==> src/rtl/shf_pkg.sv <==
package shf_pkg;

    localparam int unsigned SHF_WIDTH = 32;
    localparam int unsigned SHF_AMT_W = $clog2(SHF_WIDTH);

    // Operation codes; bit 1 alone selects the arithmetic fill.
    typedef enum logic [1:0] {
        SHF_LSL     = 2'b00,
        SHF_LSR     = 2'b01,
        SHF_ASR     = 2'b10,
        SHF_ASR_ALT = 2'b11
    } shf_op_e;

    typedef struct packed {
        logic zero;
        logic sign;
        logic carry;
        logic ovf;
    } shf_flags_t;

endpackage

==> src/rtl/shf_stage.sv <==
// One multiplexer level of the right-shifting chain: moves the lane
// right by DIST places when enabled, pulling in the fill bit.
module shf_stage #(
    parameter int unsigned LANE_W = 33,
    parameter int unsigned DIST   = 1
) (
    input  logic [LANE_W-1:0] lane_i,
    input  logic              en_i,
    input  logic              fill_i,
    output logic [LANE_W-1:0] lane_o
);

    logic [LANE_W-1:0] moved;

    always_comb begin
        moved = {{DIST{fill_i}}, lane_i[LANE_W-1:DIST]};
        lane_o = en_i ? moved : lane_i;
    end

endmodule

==> src/rtl/shf_core.sv <==
// Log-stage shifter. The word is widened by one guard bit below bit 0;
// after the chain the guard holds the last bit pushed out (0 when no
// shift happened). Left shifts are done by mirroring in and out.
module shf_core #(
    parameter int unsigned WIDTH = 32,
    localparam int unsigned AMT_W  = $clog2(WIDTH),
    localparam int unsigned LANE_W = WIDTH + 1
) (
    input  logic [WIDTH-1:0] data_i,
    input  logic [AMT_W-1:0] amount_i,
    input  logic             left_i,
    input  logic             arith_i,
    output logic [WIDTH-1:0] data_o,
    output logic             carry_o
);

    logic [WIDTH-1:0]  mirror_in;
    logic [WIDTH-1:0]  mirror_out;
    logic [WIDTH-1:0]  staged_in;
    logic [WIDTH-1:0]  staged_out;
    logic              fill_bit;
    logic [LANE_W-1:0] lane [AMT_W+1];

    genvar gi;
    generate
        for (gi = 0; gi < WIDTH; gi++) begin : g_mirror
            assign mirror_in[gi]  = data_i[WIDTH-1-gi];
            assign mirror_out[gi] = staged_out[WIDTH-1-gi];
        end
    endgenerate

    assign staged_in = left_i ? mirror_in : data_i;
    assign fill_bit  = arith_i & ~left_i & data_i[WIDTH-1];
    assign lane[0]   = {staged_in, 1'b0};

    generate
        for (gi = 0; gi < AMT_W; gi++) begin : g_level
            shf_stage #(
                .LANE_W(LANE_W),
                .DIST  (2 ** gi)
            ) u_stage (
                .lane_i(lane[gi]),
                .en_i  (amount_i[gi]),
                .fill_i(fill_bit),
                .lane_o(lane[gi+1])
            );
        end
    endgenerate

    assign staged_out = lane[AMT_W][LANE_W-1:1];
    assign data_o     = left_i ? mirror_out : staged_out;
    assign carry_o    = lane[AMT_W][0];

    // Guard bit against a direct index of the operand.
    always_comb begin
        if (amount_i != '0) begin
            if (left_i) begin
                p_left_carry_r4: assert (carry_o == data_i[WIDTH - int'(amount_i)]);
            end else begin
                p_right_carry_r5: assert (carry_o == data_i[int'(amount_i) - 1]);
            end
        end
    end

endmodule

==> src/rtl/shf_flags.sv <==
// Condition flags derived from the finished word.
module shf_flags #(
    parameter int unsigned WIDTH = 32
) (
    input  logic [WIDTH-1:0]          word_i,
    input  logic                      carry_i,
    output shf_pkg::shf_flags_t       flags_o
);

    always_comb begin
        flags_o.zero  = ~|word_i;
        flags_o.sign  = word_i[WIDTH-1];
        flags_o.carry = carry_i;
        flags_o.ovf   = 1'b0;
    end

    always_comb begin
        if (flags_o.zero) begin
            p_zero_means_empty_r7: assert (word_i == '0);
        end
        p_no_overflow_r9: assert (!flags_o.ovf);
    end

endmodule

==> src/rtl/shf_unit.sv <==
module shf_unit
    import shf_pkg::*;
#(
    parameter int unsigned WIDTH = SHF_WIDTH,
    localparam int unsigned AMT_W = $clog2(WIDTH)
) (
    input  logic [WIDTH-1:0] opnd_i,
    input  logic [AMT_W-1:0] amount_i,
    input  logic [1:0]       op_i,
    output logic [WIDTH-1:0] result_o,
    output logic             zero_o,
    output logic             sign_o,
    output logic             carry_o,
    output logic             ovf_o
);

    shf_op_e    op_sel;
    logic       go_left;
    logic       go_arith;
    logic [WIDTH-1:0] word;
    logic       out_bit;
    shf_flags_t flags;

    always_comb begin
        op_sel   = shf_op_e'(op_i);
        go_left  = 1'b0;
        go_arith = 1'b0;
        unique case (op_sel)
            SHF_LSL:     go_left  = 1'b1;
            SHF_LSR:     go_arith = 1'b0;
            SHF_ASR,
            SHF_ASR_ALT: go_arith = 1'b1;
            default:     go_left  = 1'b0;
        endcase
    end

    shf_core #(.WIDTH(WIDTH)) u_core (
        .data_i  (opnd_i),
        .amount_i(amount_i),
        .left_i  (go_left),
        .arith_i (go_arith),
        .data_o  (word),
        .carry_o (out_bit)
    );

    shf_flags #(.WIDTH(WIDTH)) u_flags (
        .word_i (word),
        .carry_i(out_bit),
        .flags_o(flags)
    );

    assign result_o = word;
    assign zero_o   = flags.zero;
    assign sign_o   = flags.sign;
    assign carry_o  = flags.carry;
    assign ovf_o    = flags.ovf;

    // Chain output against direct shift operators.
    always_comb begin
        if (amount_i == '0) begin
            p_zero_amount_r6: assert (!carry_o && result_o == opnd_i);
        end
        unique case (op_sel)
            SHF_LSL: begin
                p_left_result_r1: assert (result_o == (opnd_i << amount_i));
            end
            SHF_LSR: begin
                p_right_result_r2: assert (result_o == (opnd_i >> amount_i));
            end
            SHF_ASR, SHF_ASR_ALT: begin
                p_arith_result_r3: assert (result_o == WIDTH'($signed(opnd_i) >>> amount_i));
            end
            default: ;
        endcase
        p_sign_tracks_r8: assert (sign_o == result_o[WIDTH-1]);
    end

endmodule

==> config.mk <==
export PLATFORM = sky130hd
export DESIGN_NAME = shf_unit
export DESIGN_NICKNAME = d
export VERILOG_FILES = /design/src/rtl/shf_pkg.sv /design/src/rtl/shf_stage.sv /design/src/rtl/shf_core.sv /design/src/rtl/shf_flags.sv /design/src/rtl/shf_unit.sv
export SDC_FILE = /design/constraint.sdc
export NUM_CORES = 1
export LEC_CHECK = 0
export BUFFER_PORTS_ARGS = -buffer_cell sky130_fd_sc_hd__clkbuf_2
export CELL_PAD_IN_SITES_DETAIL_PLACEMENT = 0
export CELL_PAD_IN_SITES_GLOBAL_PLACEMENT = 1
export CORE_ASPECT_RATIO = 0.7
export CORE_MARGIN = 2
export CORE_UTILIZATION = 46
export DETAILED_ROUTE_END_ITERATION = 16
export PLACE_DENSITY_LB_ADDON = 0.1
export RECOVER_POWER = 100
export SETUP_SLACK_MARGIN = 0.2
export SYNTH_ARGS = -nofsm -noshare
export SYNTH_HDL_FRONTEND = slang
export SYNTH_SLANG_ARGS = --single-unit
==> constraint.sdc <==
create_clock -name vclk -period 6
set_input_delay 0 -clock vclk [all_inputs]
set_output_delay 0 -clock vclk [all_outputs]
set_load 0.05 [all_outputs]
# After elaboration in Yosys (flattened, before gate mapping)
# Index checks and enable logic that the tools add are counted.
[op_classes]
eq_ne = 2
mux = 9
n_bitwise = 3
reduce_logical = 4
[ops]
columns = ["cell", "n"]
rows = [
  ["2-to-1 mux 33 bit", 5],
  ["2-to-1 mux 32 bit", 2],
  ["OR reduction 32 bit", 1],
  ["== test 2 bit (second input constant)", 2],
  ["bitwise AND 1 bit", 2],
  ["logical NOT 2 bit", 1],
  ["2-to-1 mux 1 bit", 2],
  ["OR reduction 2 bit", 1],
  ["logical NOT 1 bit", 1],
  ["NOT 1 bit", 1],
]
[totals]
register_bits = 0
in_bits = 39
out_inout_bits = 36
word_cells = 18

# Logic depth before layout (Yosys ltp)
# Gate-level depths: netlist (run 1).
[depth]
ltp_word = 13
mapped_depth = 14
depth_no_buf = 8

# By module
# From an unflattened synthesis (run 1), not the netlist that was laid out.
[hier_totals]
cells_unflattened = 276
hier_area_um2 = 3878.7
[modules_own_cells]
columns = ["module", "instances", "cells_each", "area_per_inst_um2", "seq_area_each_um2"]
rows = [
  ["shf_stage (u_core.g_level[0].u_stage ...)", 4, 37, 555.5, 0.0],
  ["shf_core", 1, 73, 989.7, 0.0],
  ["shf_stage (u_core.g_level[4].u_stage)", 1, 38, 560.5, 0.0],
  ["shf_flags", 1, 15, 98.8, 0.0],
  ["shf_unit", 1, 2, 7.5, 0.0],
]

# Least setup slack after synthesis (run 1)
# No wires, ideal clock.
[synth_timing]
path_type = "input -> output"
from = "input amount_i[1]"
to = "output zero_o"
arrival_time_ps = 4030
required_ps = 6000
setup_slack_ps = 1970
cell_stages = 10
path_buffers = 3
cell_sequence = "buf_2 > buf_2 > buf_1 > mux4_2 > mux4_2 > o21ai_0 > o32ai_1 > nand4b_1 > or4b_1 > nor4_2"
[synth_via]
elab_chain_cells = 7
[synth_lines]
columns = ["element", "line_no", "rtl"]
rows = [
  ["start: declaration", "shf_unit.sv:8", "input logic [AMT_W-1:0] amount_i,"],
  ["2-to-1 mux 33 bit (4 in a row)", "shf_stage.sv:17", "lane_o = en_i ? moved : lane_i;"],
  ["2-to-1 mux 32 bit", "shf_core.sv:51", "assign data_o = left_i ? mirror_out : staged_out;"],
  ["net sign_o", "shf_unit.sv:12", "output logic sign_o,"],
  ["OR reduction 32 bit", "shf_flags.sv:11", "flags_o.zero = ~|word_i;"],
  ["logical NOT 1 bit", "shf_flags.sv:11", ""],
  ["end: declaration", "shf_unit.sv:11", "output logic zero_o,"],
]
# The timed path passes the listed nets, and every way through them passes these cells.

# Final worst setup path (run 1)
[layout_timing]
from = "input op_i[1]"
to = "output zero_o"
[layout_via]
elab_chain_cells = 13
word_cells_on_any_way = 18
classes_between = "eq/ne: 2; mux: 9; bitwise: 3; reduce/logical: 4"
[layout_lines]
columns = ["element", "line_no", "rtl"]
rows = [
  ["start: declaration", "shf_unit.sv:9", "input logic [1:0] op_i,"],
  ["== test 2 bit / logical NOT 2 bit (equally long branches)", "shf_unit.sv:28", "unique case (op_sel)"],
  ["OR reduction 2 bit / 2-to-1 mux 1 bit (equally long branches)", "shf_unit.sv:28", ""],
  ["2-to-1 mux 1 bit / NOT 1 bit (equally long branches)", "shf_unit.sv:28, shf_core.sv:33", ""],
  ["bitwise AND 1 bit (2 in a row)", "shf_core.sv:33", "assign fill_bit = arith_i & ~left_i & data_i[WIDTH-1];"],
  ["2-to-1 mux 33 bit (5 in a row)", "shf_stage.sv:17", ""],
  ["2-to-1 mux 32 bit (*)", "shf_core.sv:51", ""],
  ["OR reduction 32 bit (*)", "shf_flags.sv:11", ""],
  ["logical NOT 1 bit (*)", "shf_flags.sv:11", ""],
]
# Mark *: on every way between the ends. The rest lies on a longest branch, timed or not.

==> impl_metrics.ini, run 1 <==
[place]
portBuffers = 74
place_hpwl_mm = 13.1
dpl_cell_area_sq_um = 3950
place.gp.congestion = 1.04

[cells_and_area]
syn_to_final_growth_pct = 7.98
clock_buffers = 0
multi_input_area_sq_um = 3370
nFlopsAndLatches = 0
final_nets = 561
layout-drive-gt1-share = 0.219
regArea_sq_um = 0
finish.instance_area_sq_um = 3910
fillers = 805
num_antenna_cells = 0

[sta]
period_share = 0.798
slew_headroom = 0.0387
hold_viol = 0
fmax_mhz = 209
setup-tns-final_ns = 0
final-max-slew-violation-count = 0
finalSetupViolations = 0
fin_crit_ns = 4.79
tightest_slew_ns = 1.44
rsz0062_at_grt = false

[floorplan]
fp-row-count = 27
die_w_um = 110
num_io_pins = 75
core_area_sq_um = 7740
die_h_um = 78.2
start_util = 0.468
fp.dieArea_sq_um = 8610

[synthesis]
synth_nets = 523
syn_inst = 484
synth_area_per_cell_sq_um = 7.48
yosysWarnings = 0
synth_area_sq_um = 3620
synth.distinct_cells = 68
yosysSeqAreaShare = 0

[clocking]
post_cts_resized = 0
hold_buffers = 0
post_cts_buffers = 0

[worst_setup_path]
crit_slowest_cell = clkbuf_1
crit_top_cell = clkbuf_2
crit_start = op_i[1]
critPathTopFamily = simple AND/OR/NAND/NOR gates
cp-end-kind = primary output
cp.required_ns = 6.00
cpPeakStageDelay_ns = 1.11
path_cells = clkbuf_2 > or2_2 > clkbuf_1 > mux4_1 > nor2_1 > or4_1 > o32ai_1 > nand4b_1 > or4b_1 > nor4_2 > clkbuf_2
critPathLaunchType = input pin
worstPathArrival_ns = 4.79
endpoint = zero_o
critPathMaxFanout = 31
path_buf_inv = 3
cp.depth = 11
path_class = input pin to primary output

[drt]
drt_wl_total_mm = 16.9
firstDrtPassIters = 7
drc_errors = 0
vias_per_cell = 7.55
wire_per_inst_um = 27.2
detail_route.iter0.violations = 833
ant_nets = 0
dr_total_vias = 4687

[global_route]
grt_pass1_wl_mm = 25.7
gr-usage-all-layers = 0.394
gr-total-overflow = 0
grt_max_degree = 43
grt_antenna_before_repair = 0
grt_pass1_vias = 4155

[power]
leakage_nw = 1.55
power.density_nw_per_um2 = 143
ir_drop_uv = 88.8
p_total_uw = 558

[run_status]
status = finished, final reports clean

[min_path]
hold_path.class = input pin to primary output

[run]
drv_cap = 0
-- cell usage after synthesis (all sizes together) (4+ instances only) --
| cell type | n | area (sq um) |
|---|---|---|
| o211ai | 12 | 90.1 |
| o221ai | 8 | 70.1 |
| a22o | 4 | 35.0 |
| mux2i | 55 | 554 |
| o31ai | 5 | 37.5 |
| clkbuf | 26 | 98.8 |
| and2 | 5 | 31.3 |
| o21ai | 21 | 105 |
| inv | 4 | 15.0 |
| a211oi | 9 | 67.6 |
| o22ai | 13 | 81.3 |
| a31oi | 8 | 50.1 |
| mux2 | 32 | 368 |
| buf | 21 | 143 |
| mux4 | 25 | 582 |
| nand2 | 54 | 203 |
| nor3 | 16 | 80.1 |
| nor2 | 51 | 191 |
| a22oi | 12 | 90.1 |
| nand3 | 9 | 45.0 |
| nor2b | 4 | 25.0 |
| a21oi | 27 | 135 |
| nand4 | 4 | 25.0 |
-- through the flow --
step	hold slack (ns)	instances	utilization	setup slack [ns]
global placement	0.861	621	0.511	2.03
finish	0.904	621	0.505	1.21
floorplan	0.458	484	-	1.97
CTS	0.879	621	0.511	1.97
global route	0.951	621	0.505	0.961
detailed placement	0.879	621	0.511	1.97
-- where the power goes --
group / internal [mW] / switching, mW
Sequential: 0 / 0
Clock: 0 / 0
Combinational: 0.163 / 0.395
-- cells by family (layout without fill, tap and decap cells) --
group           Yosys count  count (layout)  share of synthesized area
other cells               1               1                    0.00104
mux                     112             112                      0.415
buf+inv                  52              88                     0.0719
compound gates          153             153                      0.294
simple gates            166             166                      0.217
-- how the worst min path moves through the flow --
| stage | start | endpoint | slack, ns | cells past startpoint |
|---|---|---|---|---|
| detailed placement | amount_i[2] | carry_o | 0.88 | 6 |
| floorplan | amount_i[3] | result_o[3] | 0.46 | 3 |
| finish | amount_i[2] | carry_o | 0.90 | 6 |
| global route | amount_i[2] | carry_o | 0.95 | 6 |
| CTS | amount_i[2] | carry_o | 0.88 | 6 |
| global placement | amount_i[2] | carry_o | 0.86 | 6 |
-- worst min-delay path: cells and delay by family --
kind / cells / cell delay (ns)
and+or+nand+nor: 1 / 0.11
AOI/OAI and AO/OA: 2 / 0.20
buffers and inverters: 3 / 0.57
-- layout by cell type, fill, tap and decap left out, types with 5 or more instances in the layout --
cell type and count:
nor3_1 16, o21ai_0 21, o211ai_1 12, buf_4 8
o22ai_1 13, o221ai_1 8, mux2i_1 54, a31oi_1 8
mux4_2 20, clkbuf_1 31, nand3_1 9, o31ai_1 5
clkbuf_2 44, a22oi_1 12, nand2_1 54, a211oi_1 9
and2_1 5, nor2_1 50, mux2_2 29, a21oi_1 27
mux4_1 5
-- routing by layer --
layer | part of all wire | track usage
met3 | 0.17 | 0.144
met5 | 0 | 0
met1 | 0.40 | 0.581
met2 | 0.40 | 0.547
met4 | 0.026 | 0.0646
-- final cells by class --
class | instances | share of cell area
Multi-Input combinational cell | 432 | 0.861
Timing Repair Buffer | 83 | 0.101
Tap cell | 101 | 0.0323
Inverter | 5 | 0.00480
Power figures use the tool's default switching activity.
==> run 2, diff against run 1 <==
--- a/config.mk
+++ b/config.mk
@@ -5,12 +5,13 @@
 export SDC_FILE = /design/constraint.sdc
 export NUM_CORES = 1
 export LEC_CHECK = 0
+export ABC_AREA = 1
 export BUFFER_PORTS_ARGS = -buffer_cell sky130_fd_sc_hd__clkbuf_2
 export CELL_PAD_IN_SITES_DETAIL_PLACEMENT = 0
 export CELL_PAD_IN_SITES_GLOBAL_PLACEMENT = 1
 export CORE_ASPECT_RATIO = 0.7
 export CORE_MARGIN = 2
-export CORE_UTILIZATION = 46
+export CORE_UTILIZATION = 36
 export DETAILED_ROUTE_END_ITERATION = 16
 export PLACE_DENSITY_LB_ADDON = 0.1
 export RECOVER_POWER = 100
==> constraint.sdc (replaced) <==
create_clock -name vclk -period 4.8
set_input_delay 0 -clock vclk [all_inputs]
set_output_delay 0 -clock vclk [all_outputs]
set_load 0.05 [all_outputs]
==> impl_metrics.ini, run 2 <==
[drt]
vias_per_cell = 5.55
detail_route.iter0.violations = 589
ant_nets = 0
drt_wl_total_mm = 13.0
dr_total_vias = 4788
firstDrtPassIters = 5
wire_per_inst_um = 15.1
drc_errors = 0

[cells_and_area]
layout-drive-gt1-share = 0.0700
syn_to_final_growth_pct = 6.90
final_cell_mix = 312 x nand2_1, 283 x nand3_1, 40 x clkbuf_2
multi_input_area_sq_um = 2780
final_common_cell = nand2_1
num_antenna_cells = 0
regArea_sq_um = 0
nFlopsAndLatches = 0
final_nets = 784
fillers = 1069
clock_buffers = 0
final_util = 0.399

[synthesis]
synth_commonest_cells = 312 x nand2_1, 283 x nand3_1, 31 x inv_1
yosys-top-cells-area = nand3_1 44%, nand2_1 37%, inv_1 3.6%
synth.most_common_cell = nand2_1
synth_area_sq_um = 3190
syn_inst = 719
synth.distinct_cells = 22
yosys.area.top_type = nand3_1
yosysWarnings = 0
yosysSeqAreaShare = 0
synth_area_per_cell_sq_um = 4.44
synth_nets = 758
yosysTopAreaCellShare = 0.444

[sta]
fmax_mhz = 288
setup-tns-final_ns = 0
fin_crit_ns = 3.47
hold_viol = 0
slew_headroom = 0.212
rsz0062_at_grt = false
period_share = 0.723
final-max-slew-violation-count = 0
finalSetupViolations = 0
tightest_slew_ns = 1.18

[floorplan]
fp-row-count = 28
die_w_um = 117
num_io_pins = 75
fp.dieArea_sq_um = 9650
start_util = 0.374
die_h_um = 82.8
core_area_sq_um = 8550

[worst_setup_path]
worstPathArrival_ns = 3.47
critPathLaunchType = input pin
critPathMaxFanout = 39
cp.required_ns = 4.80
cp-end-kind = primary output
path_class = input pin to primary output

[run_status]
status = finished, final reports clean

[global_route]
grt_pass1_wl_mm = 21.2
gr-usage-all-layers = 0.274
gr-total-overflow = 0
grt_antenna_before_repair = 0
grt_pass1_vias = 4227
grt_max_degree = 73

[clocking]
post_cts_buffers = 0
hold_buffers = 0
post_cts_resized = 0

[power]
leakage_nw = 1.98
power.density_nw_per_um2 = 166
ir_drop_uv = 78.2

[min_path]
holdPathEnd = result_o[10]
hp-start = amount_i[4]
hold_path.class = input pin to primary output
whs_path_depth = 6

[place]
portBuffers = 74
place.gp.congestion = 0.937
place_hpwl_mm = 10.2

[run]
drv_cap = 0
==> run 2: cell type report <==
type,instances,area share
Multi-Input combinational cell,631,0.814
Tap cell,120,0.0440
Timing Repair Buffer,78,0.105
Inverter,34,0.0374
==> run 2: kinds of logic (layout without fill, tap and decap cells) <==
kind of cell / Yosys count / count (layout) / share of synthesized area
AOI/OAI and AO/OA: 4 / 4 / 0.00784
other: 1 / 1 / 0.00117
and+or+nand+nor: 626 / 626 / 0.859
buffers and inverters: 88 / 112 / 0.132
==> run 2: power by group <==
part,switching (mW),leakage (nW),internal (mW)
clock network,0,0,0
registers,0,0,0
logic,0.432,1.98,0.136
==> run 2: critical path, cell delays in order <==
cell      delay [ns]
clkbuf_2        0.44
inv_1           1.05
nand3_1         0.28
nand3_1         0.18
nand3_1         0.13
nand2_1         0.13
nand2_1         0.09
nand3_1         0.11
nand2_1         0.10
nor2_1          0.10
nand2_1         0.06
nor2_1          0.14
nand2_1         0.06
nor2_1          0.11
clkbuf_1        0.48
==> run 2: worst max-delay path by stage <==
stage	cells after the start	slack, ns	from	to
finish	15	1.33	amount_i[1]	zero_o
global route	17	0.88	amount_i[1]	zero_o
CTS	15	1.62	amount_i[1]	zero_o
detailed placement	15	1.62	amount_i[1]	zero_o
global placement	15	1.62	amount_i[1]	zero_o
floorplan	19	2.49	op_i[0]	zero_o
==> run 2: stage by stage <==
step	std cells	area (sq um)	total power [mW]	hold WS (ns)	setup slack, ns
finish	863	3410	0.568	0.871	1.33
global placement	863	3460	0.571	0.803	1.62
detailed placement	863	3460	0.568	0.809	1.62
floorplan	719	3190	0.442	0.516	2.49
CTS	863	3460	0.570	0.812	1.62
global route	863	3410	0.629	0.909	0.880
==> run 2: layer usage <==
metal | up-vias | global-route usage | part of all wire
met5 | - | 0 | 0
met4 | 0 | 0.0224 | 0.0026
met3 | 4 | 0.0254 | 0.087
met2 | 221 | 0.427 | 0.42
met1 | 2142 | 0.423 | 0.49
li1 | 2421 | - | -
